File: config.mk
export PLATFORM = sky130hd
export DESIGN_NAME = lpm_link_ctrl
export DESIGN_NICKNAME = d
export VERILOG_FILES = /design/src/rtl/lpm_pkg.sv /design/src/rtl/lpm_code_decode.sv /design/src/rtl/lpm_auto_trigger.sv /design/src/rtl/lpm_req_engine.sv /design/src/rtl/lpm_link_ctrl.sv
export SDC_FILE = /design/constraint.sdc
export NUM_CORES = 1
export LEC_CHECK = 0
export CAP_MARGIN = 20
export CORE_AREA = 3 3 66 68
export CTS_CLUSTER_SIZE = 40
export DETAILED_ROUTE_END_ITERATION = 10
export DIE_AREA = 0 0 69 71
export PLACE_DENSITY = 0.92
export SYNTH_ARGS = -nofsm -noshare
export SYNTH_HDL_FRONTEND = slang
export SYNTH_SLANG_ARGS = --single-unit
File: constraint.sdc
create_clock -name clk_i -period 4.1 [get_ports clk_i]
set_input_delay 0.82 -clock clk_i [delete_from_list [all_inputs] [get_ports clk_i]]
set_output_delay 0.82 -clock clk_i [all_outputs]
set_load 0.02 [all_outputs]
File: src/rtl/lpm_pkg.sv
package lpm_pkg;
  typedef enum logic [1:0] {
    LINK_ACTIVE  = 2'd0,
    LINK_PARTIAL = 2'd1,
    LINK_SLUMBER = 2'd2
  } link_state_e;

  localparam int unsigned CODE_W    = 4;
  localparam int unsigned CODE_LSB  = 28;
  localparam int unsigned SEL_BIT   = 27;
  localparam int unsigned EN_BIT    = 26;
  localparam int unsigned CTRL_W    = 32;

  localparam logic [CODE_W-1:0] CODE_IDLE    = 4'h0;
  localparam logic [CODE_W-1:0] CODE_ACTIVE  = 4'h1;
  localparam logic [CODE_W-1:0] CODE_PARTIAL = 4'h2;
  localparam logic [CODE_W-1:0] CODE_SLUMBER = 4'h6;
endpackage

File: src/rtl/lpm_code_decode.sv
module lpm_code_decode
  import lpm_pkg::*;
(
  input  logic [CODE_W-1:0] code_i,
  output logic              valid_o,
  output link_state_e       target_o
);
  always_comb begin
    valid_o  = 1'b1;
    target_o = LINK_ACTIVE;
    unique case (code_i)
      CODE_ACTIVE:  target_o = LINK_ACTIVE;
      CODE_PARTIAL: target_o = LINK_PARTIAL;
      CODE_SLUMBER: target_o = LINK_SLUMBER;
      default:      valid_o  = 1'b0; // idle and reserved codes
    endcase
  end
endmodule

File: src/rtl/lpm_auto_trigger.sv
module lpm_auto_trigger
  import lpm_pkg::*;
#(
  parameter int unsigned NUM_SLOTS = 32
) (
  input  logic                 clk_i,
  input  logic                 rst_ni,
  input  logic [NUM_SLOTS-1:0] cmd_issue_i,
  input  logic [NUM_SLOTS-1:0] act_tag_i,
  input  link_state_e          link_i,
  input  logic                 en_i,
  input  logic                 sel_slumber_i,
  input  logic                 idle_i,
  input  logic                 block_i,
  output logic                 wake_o,
  output logic                 sleep_o,
  output link_state_e          target_o
);
  logic slots_empty;
  logic armed_q;
  logic free;

  assign slots_empty = ~(|cmd_issue_i) & ~(|act_tag_i);
  assign free        = idle_i & ~block_i;

  assign wake_o  = free & ~slots_empty & (link_i != LINK_ACTIVE);
  assign sleep_o = free & slots_empty & armed_q & en_i & (link_i == LINK_ACTIVE);

  always_comb begin
    if (wake_o)             target_o = LINK_ACTIVE;
    else if (sel_slumber_i) target_o = LINK_SLUMBER;
    else                    target_o = LINK_PARTIAL;
  end

  // armed once the slots have been busy; spent by one automatic entry
  always_ff @(posedge clk_i or negedge rst_ni) begin
    if (!rst_ni)           armed_q <= 1'b0;
    else if (!slots_empty) armed_q <= 1'b1;
    else if (sleep_o)      armed_q <= 1'b0;
  end
endmodule

File: src/rtl/lpm_req_engine.sv
module lpm_req_engine
  import lpm_pkg::*;
(
  input  logic              clk_i,
  input  logic              rst_ni,
  input  logic              start_i,
  input  link_state_e       start_target_i,
  input  logic [CODE_W-1:0] start_code_i,
  input  logic              ack_i,
  input  logic              nak_i,
  output logic              req_o,
  output link_state_e       target_o,
  output logic [CODE_W-1:0] code_o,
  output link_state_e       link_o
);
  logic              req_q;
  link_state_e       target_q;
  link_state_e       link_q;
  logic [CODE_W-1:0] code_q;

  always_ff @(posedge clk_i or negedge rst_ni) begin
    if (!rst_ni) begin
      req_q    <= 1'b0;
      target_q <= LINK_ACTIVE;
      link_q   <= LINK_ACTIVE;
      code_q   <= CODE_IDLE;
    end else if (req_q) begin
      if (ack_i) begin
        link_q <= target_q;
        req_q  <= 1'b0;
        code_q <= CODE_IDLE;
      end else if (nak_i) begin
        req_q  <= 1'b0;
        code_q <= CODE_IDLE;
      end
    end else if (start_i) begin
      req_q    <= 1'b1;
      target_q <= start_target_i;
      code_q   <= start_code_i;
    end
  end

  assign req_o    = req_q;
  assign target_o = target_q;
  assign code_o   = code_q;
  assign link_o   = link_q;
endmodule

File: src/rtl/lpm_link_ctrl.sv
module lpm_link_ctrl
  import lpm_pkg::*;
#(
  parameter int unsigned NUM_SLOTS = 32
) (
  input  logic                 clk_i,
  input  logic                 rst_ni,
  input  logic                 ctrl_we_i,
  input  logic [31:0]          ctrl_wdata_i,
  output logic [31:0]          ctrl_rdata_o,
  input  logic [NUM_SLOTS-1:0] cmd_issue_i,
  input  logic [NUM_SLOTS-1:0] act_tag_i,
  output logic                 phy_req_o,
  output logic [1:0]           phy_target_o,
  input  logic                 phy_ack_i,
  input  logic                 phy_nak_i,
  output logic [1:0]           link_state_o
);
  logic [CODE_W-1:0] wr_code;
  logic              wr_valid;
  link_state_e       wr_target;
  logic              sel_q, en_q;
  logic              busy;
  link_state_e       cur_link, cur_target, auto_target, start_target;
  logic [CODE_W-1:0] cur_code, start_code;
  logic              sw_start, wake, sleep, start;

  assign wr_code = ctrl_wdata_i[CODE_LSB +: CODE_W];

  lpm_code_decode u_decode (
    .code_i   (wr_code),
    .valid_o  (wr_valid),
    .target_o (wr_target)
  );

  assign sw_start = ctrl_we_i & ~busy & wr_valid & (wr_target != cur_link);

  lpm_auto_trigger #(.NUM_SLOTS(NUM_SLOTS)) u_auto (
    .clk_i         (clk_i),
    .rst_ni        (rst_ni),
    .cmd_issue_i   (cmd_issue_i),
    .act_tag_i     (act_tag_i),
    .link_i        (cur_link),
    .en_i          (en_q),
    .sel_slumber_i (sel_q),
    .idle_i        (~busy),
    .block_i       (sw_start),
    .wake_o        (wake),
    .sleep_o       (sleep),
    .target_o      (auto_target)
  );

  assign start        = sw_start | wake | sleep;
  assign start_target = sw_start ? wr_target : auto_target;
  assign start_code   = sw_start ? wr_code : CODE_IDLE;

  lpm_req_engine u_engine (
    .clk_i          (clk_i),
    .rst_ni         (rst_ni),
    .start_i        (start),
    .start_target_i (start_target),
    .start_code_i   (start_code),
    .ack_i          (phy_ack_i),
    .nak_i          (phy_nak_i),
    .req_o          (busy),
    .target_o       (cur_target),
    .code_o         (cur_code),
    .link_o         (cur_link)
  );

  always_ff @(posedge clk_i or negedge rst_ni) begin
    if (!rst_ni) begin
      sel_q <= 1'b0;
      en_q  <= 1'b0;
    end else if (ctrl_we_i) begin
      sel_q <= ctrl_wdata_i[SEL_BIT];
      en_q  <= ctrl_wdata_i[EN_BIT];
    end
  end

  always_comb begin
    ctrl_rdata_o                       = '0;
    ctrl_rdata_o[CODE_LSB +: CODE_W]   = cur_code;
    ctrl_rdata_o[SEL_BIT]              = sel_q;
    ctrl_rdata_o[EN_BIT]               = en_q;
  end

  assign phy_req_o    = busy;
  assign phy_target_o = cur_target;
  assign link_state_o = cur_link;
endmodule

After elaboration in Yosys (flattened, before gate mapping). Index checks and enable logic that the tools add are counted.

Memories kept: 0. ROM bits: 0. Input bits: 101. Bits in latches: 0. Memory bits (writable): 0. Logic and storage cells: 56. Flip-flop bits (word level): 12.

Shift operators: 0. Reductions and logical operators: 9. Magnitude comparators: 0. Multipliers: 0. Eq/ne operators: 6. Bitwise logic cells: 18. Divide/modulo/power cells: 0. Multiplexer cells: 16. Add/subtract/negate cells: 0.

Operator list (number): 32-bit OR reduction (2); 4-bit 2-to-1 mux (5); 1-bit AND (11); 1-bit 2-to-1 mux (7); 2-bit 2-to-1 mux (3); 2-bit AND reduction (3); 1-bit inverter (5); 4-bit by 1-bit equality test with 1-bit output (second input constant) (1); 4-bit by 2-bit equality test with 1-bit output (second input constant) (1); 4-bit by 3-bit equality test with 1-bit output (second input constant) (1); 2-bit one-hot mux with 2 select lines (1); 2-bit nonzero test (2); 3-bit != test (second input constant) (1); 3-bit OR reduction (1); 2-bit logical NOT (1); 2-bit != test (1); 2-bit != test (second input constant) (1); 1-bit bitwise OR (2).

Longest topological paths before layout.
Depth after elaboration: 14. Mapped depth: 6. Depth with buffers taken out: 6.

Modules after synthesis. From an unflattened synthesis, not the netlist that was laid out.

Cell total of the unflattened synthesis: 110. Area total of the unflattened synthesis: 1056.0 µm².

Modules (own cells, without submodules): lpm_req_engine (instances 1, area each 392.9 µm², cells an instance 26); lpm_link_ctrl (instances 1, area each 391.6 µm², cells an instance 45); lpm_auto_trigger (instances 1, area each 237.7 µm², cells an instance 33); lpm_code_decode (instances 1, area each 33.8 µm², cells an instance 6).

Least setup slack after synthesis. OpenSTA, ideal clock, no wires.

Kind: input to register. From: input cmd_issue_i[4]. To: register u_engine.target_q[0], in the netlist u_engine.target_o[0]. Data required time: 3.976 ns. Setup slack: 1.923 ns. Arrival time: 2.052 ns. Cell stages on the path: 6. Cells stage by stage: nor4_1 nand4_1 nor4_4 nand2_1 o21bai_1 a2bb2oi_1.

Cells in the longest elaborated chain, start to end: 9. Elaborated cells on any way between the ends: 15.

Ends and longest elaborated chain: from (decl) (RTL line lpm_link_ctrl.sv:11) `input logic [NUM_SLOTS-1:0] cmd_issue_i,`; 32-bit OR reduction (*) (RTL line lpm_auto_trigger.sv:23) `assign slots_empty = ~(|cmd_issue_i) & ~(|act_tag_i);`; 1-bit inverter (*) (RTL line lpm_auto_trigger.sv:23); 1-bit AND (*) (RTL line lpm_auto_trigger.sv:23); 1-bit AND or 1-bit inverter (tied branches) (RTL line lpm_auto_trigger.sv:27, lpm_auto_trigger.sv:26); 1-bit AND, on equally long branches (2 in a row) (RTL line lpm_auto_trigger.sv:27, lpm_auto_trigger.sv:26); 1-bit AND or 1-bit bitwise OR (tied branches) (RTL line lpm_auto_trigger.sv:27, lpm_link_ctrl.sv:53); 1-bit bitwise OR (RTL line lpm_link_ctrl.sv:53) `assign start = sw_start | wake | sleep;`; 2-bit AND reduction (no line); to (signal assigned) (RTL line lpm_req_engine.sv:38) `target_q <= start_target_i;`; to (decl) (RTL line lpm_req_engine.sv:17) `link_state_e target_q;`.

Every way passes the cells marked *; elsewhere a longest branch is shown, timed or not. A chain may end at the register's enable or synchronous reset.

Worst setup path after layout.
From: input ctrl_wdata_i[29]. To: register u_engine.code_q[0], in the netlist u_engine.code_o[0].

Cells in the longest elaborated chain, start to end: 14. Elaborated cells on any way between the ends: 24.

Ends and longest elaborated chain: from (decl) (RTL line lpm_link_ctrl.sv:9) `input logic [31:0] ctrl_wdata_i,`; 4-bit by 1-bit equality test with 1-bit output, or another cell as far along (RTL line lpm_code_decode.sv:11) `unique case (code_i)`; 3-bit OR reduction (no line); 1-bit 2-to-1 mux (RTL line lpm_code_decode.sv:11); 1-bit AND (RTL line lpm_link_ctrl.sv:36) `assign sw_start = ctrl_we_i & ~busy & wr_valid & (wr_target != cur_link);`; 1-bit AND (*) (RTL line lpm_link_ctrl.sv:36); 1-bit inverter (RTL line lpm_auto_trigger.sv:24) `assign free = idle_i & ~block_i;`; 1-bit AND (RTL line lpm_auto_trigger.sv:24); 1-bit AND (4 in a row) (RTL line lpm_auto_trigger.sv:27) `assign sleep_o = free & slots_empty & armed_q & en_i & (link_i == LINK_ACTIVE);`; 1-bit bitwise OR (RTL line lpm_link_ctrl.sv:53); 2-bit nonzero test (no line); 2-bit AND reduction (no line); to (signal assigned) (RTL line lpm_req_engine.sv:39) `code_q <= start_code_i;`; to (decl) (RTL line lpm_req_engine.sv:19) `logic [CODE_W-1:0] code_q;`.

Every way passes the cells marked *; elsewhere a longest branch is shown, timed or not. The select of a mux whose other input is x is not followed.

==> run metrics <==
CP startpoint kind=input pin; Worst Path Class, Setup=in -> reg; Worst Setup SP=ctrl_wdata_i[29]; synthesized area=968 um^2; total wire length=3120 um; die height=71 um; Non-Filler Instances=241; highest routed layer=met4; Static Leak=0.728 nW; status=finished, final reports clean; CTS Sinks=12; Synth Register Bits=12; internal power=0.419 mW; Hold Path Depth=2; Worst Reg-to-Reg Cells=6; Net count, final=293; I/O Pins=138; Row Count=23; Net Sw Frac=35.9%; number of enable flip-flop cells after synthesis=0; routed wire length on met3=140 um; top cell type's share of synthesized area=31.0%; largest net degree at the start of global routing=13; Post-synth top flop=dfrtp_1; Psw=0.234 mW; Synth cell types=27; Worst EP arrival=2.67 ns; placed cell count=237; antenna violation net count after detailed routing=0; yosys warns=0; Syn-to-layout area delta=88.0%; die area=4900 um^2; Hold Worst Slack=0.502 ns; Total Neg Setup Slack=0 ns; global route overflow=0; reg2reg setup slack=2.40 ns; routed len/inst=12.9 um; Global Route Usage Sum=12.2%; metal2 WL=1800 um; clk slew on worst S/H paths=0.05 ns; Max FO, Critical Path=6; routed vias=1007; post-CTS setup buffers=0; Syn Inst Count=105; Initial Util=24.7%; CTS Hold Bufs=0; Slew @ Worst Pin=0.555 ns; n_diodes=0; power per cell area=359 nW/um^2; number of hold violations in the final report=0; peak supply drop=280 uV; Initial DRC Count=23; Achievable Freq=393 MHz; RSZ-0062 raised after global routing=no; relative slew slack=62.9%; Die W=69 um; Core ar.=3910 um^2; max-capacitance violation count=0; router iterations before antenna repair=4; post-DP HPWL=2810 um; DRC Markers=0; post-synth top area cell=dfrtp_1; H-tree depth=1; period utilization=62.1%; CTS max path bufs=2; Placer Congestion=0.842; fill cell total of the finished layout=383; first-pass GRT wire length=4900 um; M1 wire length=1170 um; PortBufs=85; Clk Latency, worst-skew pair=0.24 ns; CP Capture Type=flop; Req. time, crit path=4.23 ns; vias in the first global route=1045; Hold Path Class=reg -> reg; Reg power frac=28.1%; syn avg cell area=9.22 um^2; CTS tree=built; clock skew=0.000347 ns; endpoints failing setup=0; Post-synth ARST share=100%; TritonCTS buffer count=3; worst flop-to-flop path startpoint=u_engine.req_o; initial antenna violation count=0; CTS root buffer=clkbuf_8; Worst Setup EP=u_engine.code_o[0]; most common library cells after synthesis=buf_4, nor4_1, dfrtp_1; logic gate share of total power=52.3%; Period minus WS final=2.55 ns; count leader, synth=buf_4; clock power share=19.6%; r2r endpoint=u_engine.code_o[0]; Seq/Total Area, Yosys=31.0%; largest cells by area after synthesis=dfrtp_1, buf_4, nor4_1, nand2_1, mux2_2; max-slew violation count=0; Via density=4.18; PostCTS Resize Cnt=0; Final Power=0.653 mW; layout cell share with drive strength beyond 1=7.33%
metal layers:
metal | GRT usage, % | up-vias
li1 | - | 508
met1 | 14.1 | 465
met2 | 23.4 | 32
met3 | 1.99 | 2
met4 | 2.60 | 0
met5 | 0 | -
worst max-delay path, stage by stage:
cell             delay, ns
clkdlybuf4s50_1       0.52
nor3b_2               0.23
mux2i_1               0.15
a221oi_4              0.40
o21bai_4              0.21
a21oi_2               0.08
a32o_1                0.27
area by class of cell:
class                      count  area (um^2)  area share (%)
clock buffer                   4         55.1            3.02
inverter                       2         7.51           0.412
multi-input combinational     88          544            29.9
sequential                    12          300            16.5
tap                           50         62.6            3.44
timing repair buffer          85          851            46.7
power groups by stage:
stage	Combinational [mW]	Sequential, mW	Clock (mW)
after global routing	0.366	0.189	0.140
after global placement	0.336	0.184	0
after detailed placement	0.344	0.186	0
after CTS	0.344	0.184	0.132
final	0.342	0.183	0.128
after floorplan	0.173	0.213	0
stage by stage:
stage	utilization [%]	instance area [um^2]	worst slack, ns
floorplan	-	1060	1.92
global placement	45.1	1770	1.27
detailed placement	45.1	1770	1.24
CTS	46.5	1820	1.51
global route	46.5	1820	1.38
finish	46.5	1820	1.55
flip-flops by register name (all words and copies together), names as in the netlist:
register,count
u_engine.req_o,1
u_engine.link_o,2
u_auto.armed_q,1
u_engine.target_o,2
sel_q,1
en_q,1
u_engine.code_o,4
kinds of logic (layout without fill, tap and decap cells):
logic type	after synthesis	in the layout	synth area share, %
AND/OR/NAND/NOR	44	44	27.5
other	1	26	0.387
multiplexers	4	4	4.52
AO/OA/AOI/OAI	14	14	14.1
buffers and inverters	30	91	22.5
flip-flops	12	12	31.0
cells in the final DEF, fill, tap and decap left out:
| master | instances |
|---|---|
| nor3b_1 | 1 |
| nor3b_2 | 1 |
| and3_1 | 1 |
| mux2i_1 | 1 |
| o31ai_1 | 1 |
| dfrtp_1 | 12 |
| a221oi_4 | 1 |
| nor4_4 | 1 |
| inv_1 | 2 |
| a21oi_2 | 1 |
| nor2b_1 | 2 |
| a32o_1 | 2 |
| o21bai_1 | 2 |
| conb_1 | 26 |
| nand4_1 | 4 |
| clkdlybuf4s50_1 | 85 |
| a2bb2oi_1 | 2 |
| o21ai_0 | 3 |
| nand2_1 | 10 |
| nor2_1 | 5 |
| or2_2 | 1 |
| nor4_1 | 16 |
| nand3_1 | 1 |
| nand2b_4 | 1 |
| o211ai_1 | 1 |
| mux2_2 | 3 |
| o21bai_4 | 1 |
| clkbuf_8 | 4 |
worst min path at each step:
stage	start	to	slack, ns
final	u_auto.armed_q	u_auto.armed_q	0.50
after global routing	u_engine.code_o[3]	u_engine.code_o[3]	0.53
after CTS	u_auto.armed_q	u_auto.armed_q	0.50
after detailed placement	u_auto.armed_q	u_auto.armed_q	0.49
after global placement	u_auto.armed_q	u_auto.armed_q	0.48
after floorplan	u_auto.armed_q	u_auto.armed_q	0.46
Power figures use the tool's default switching activity.
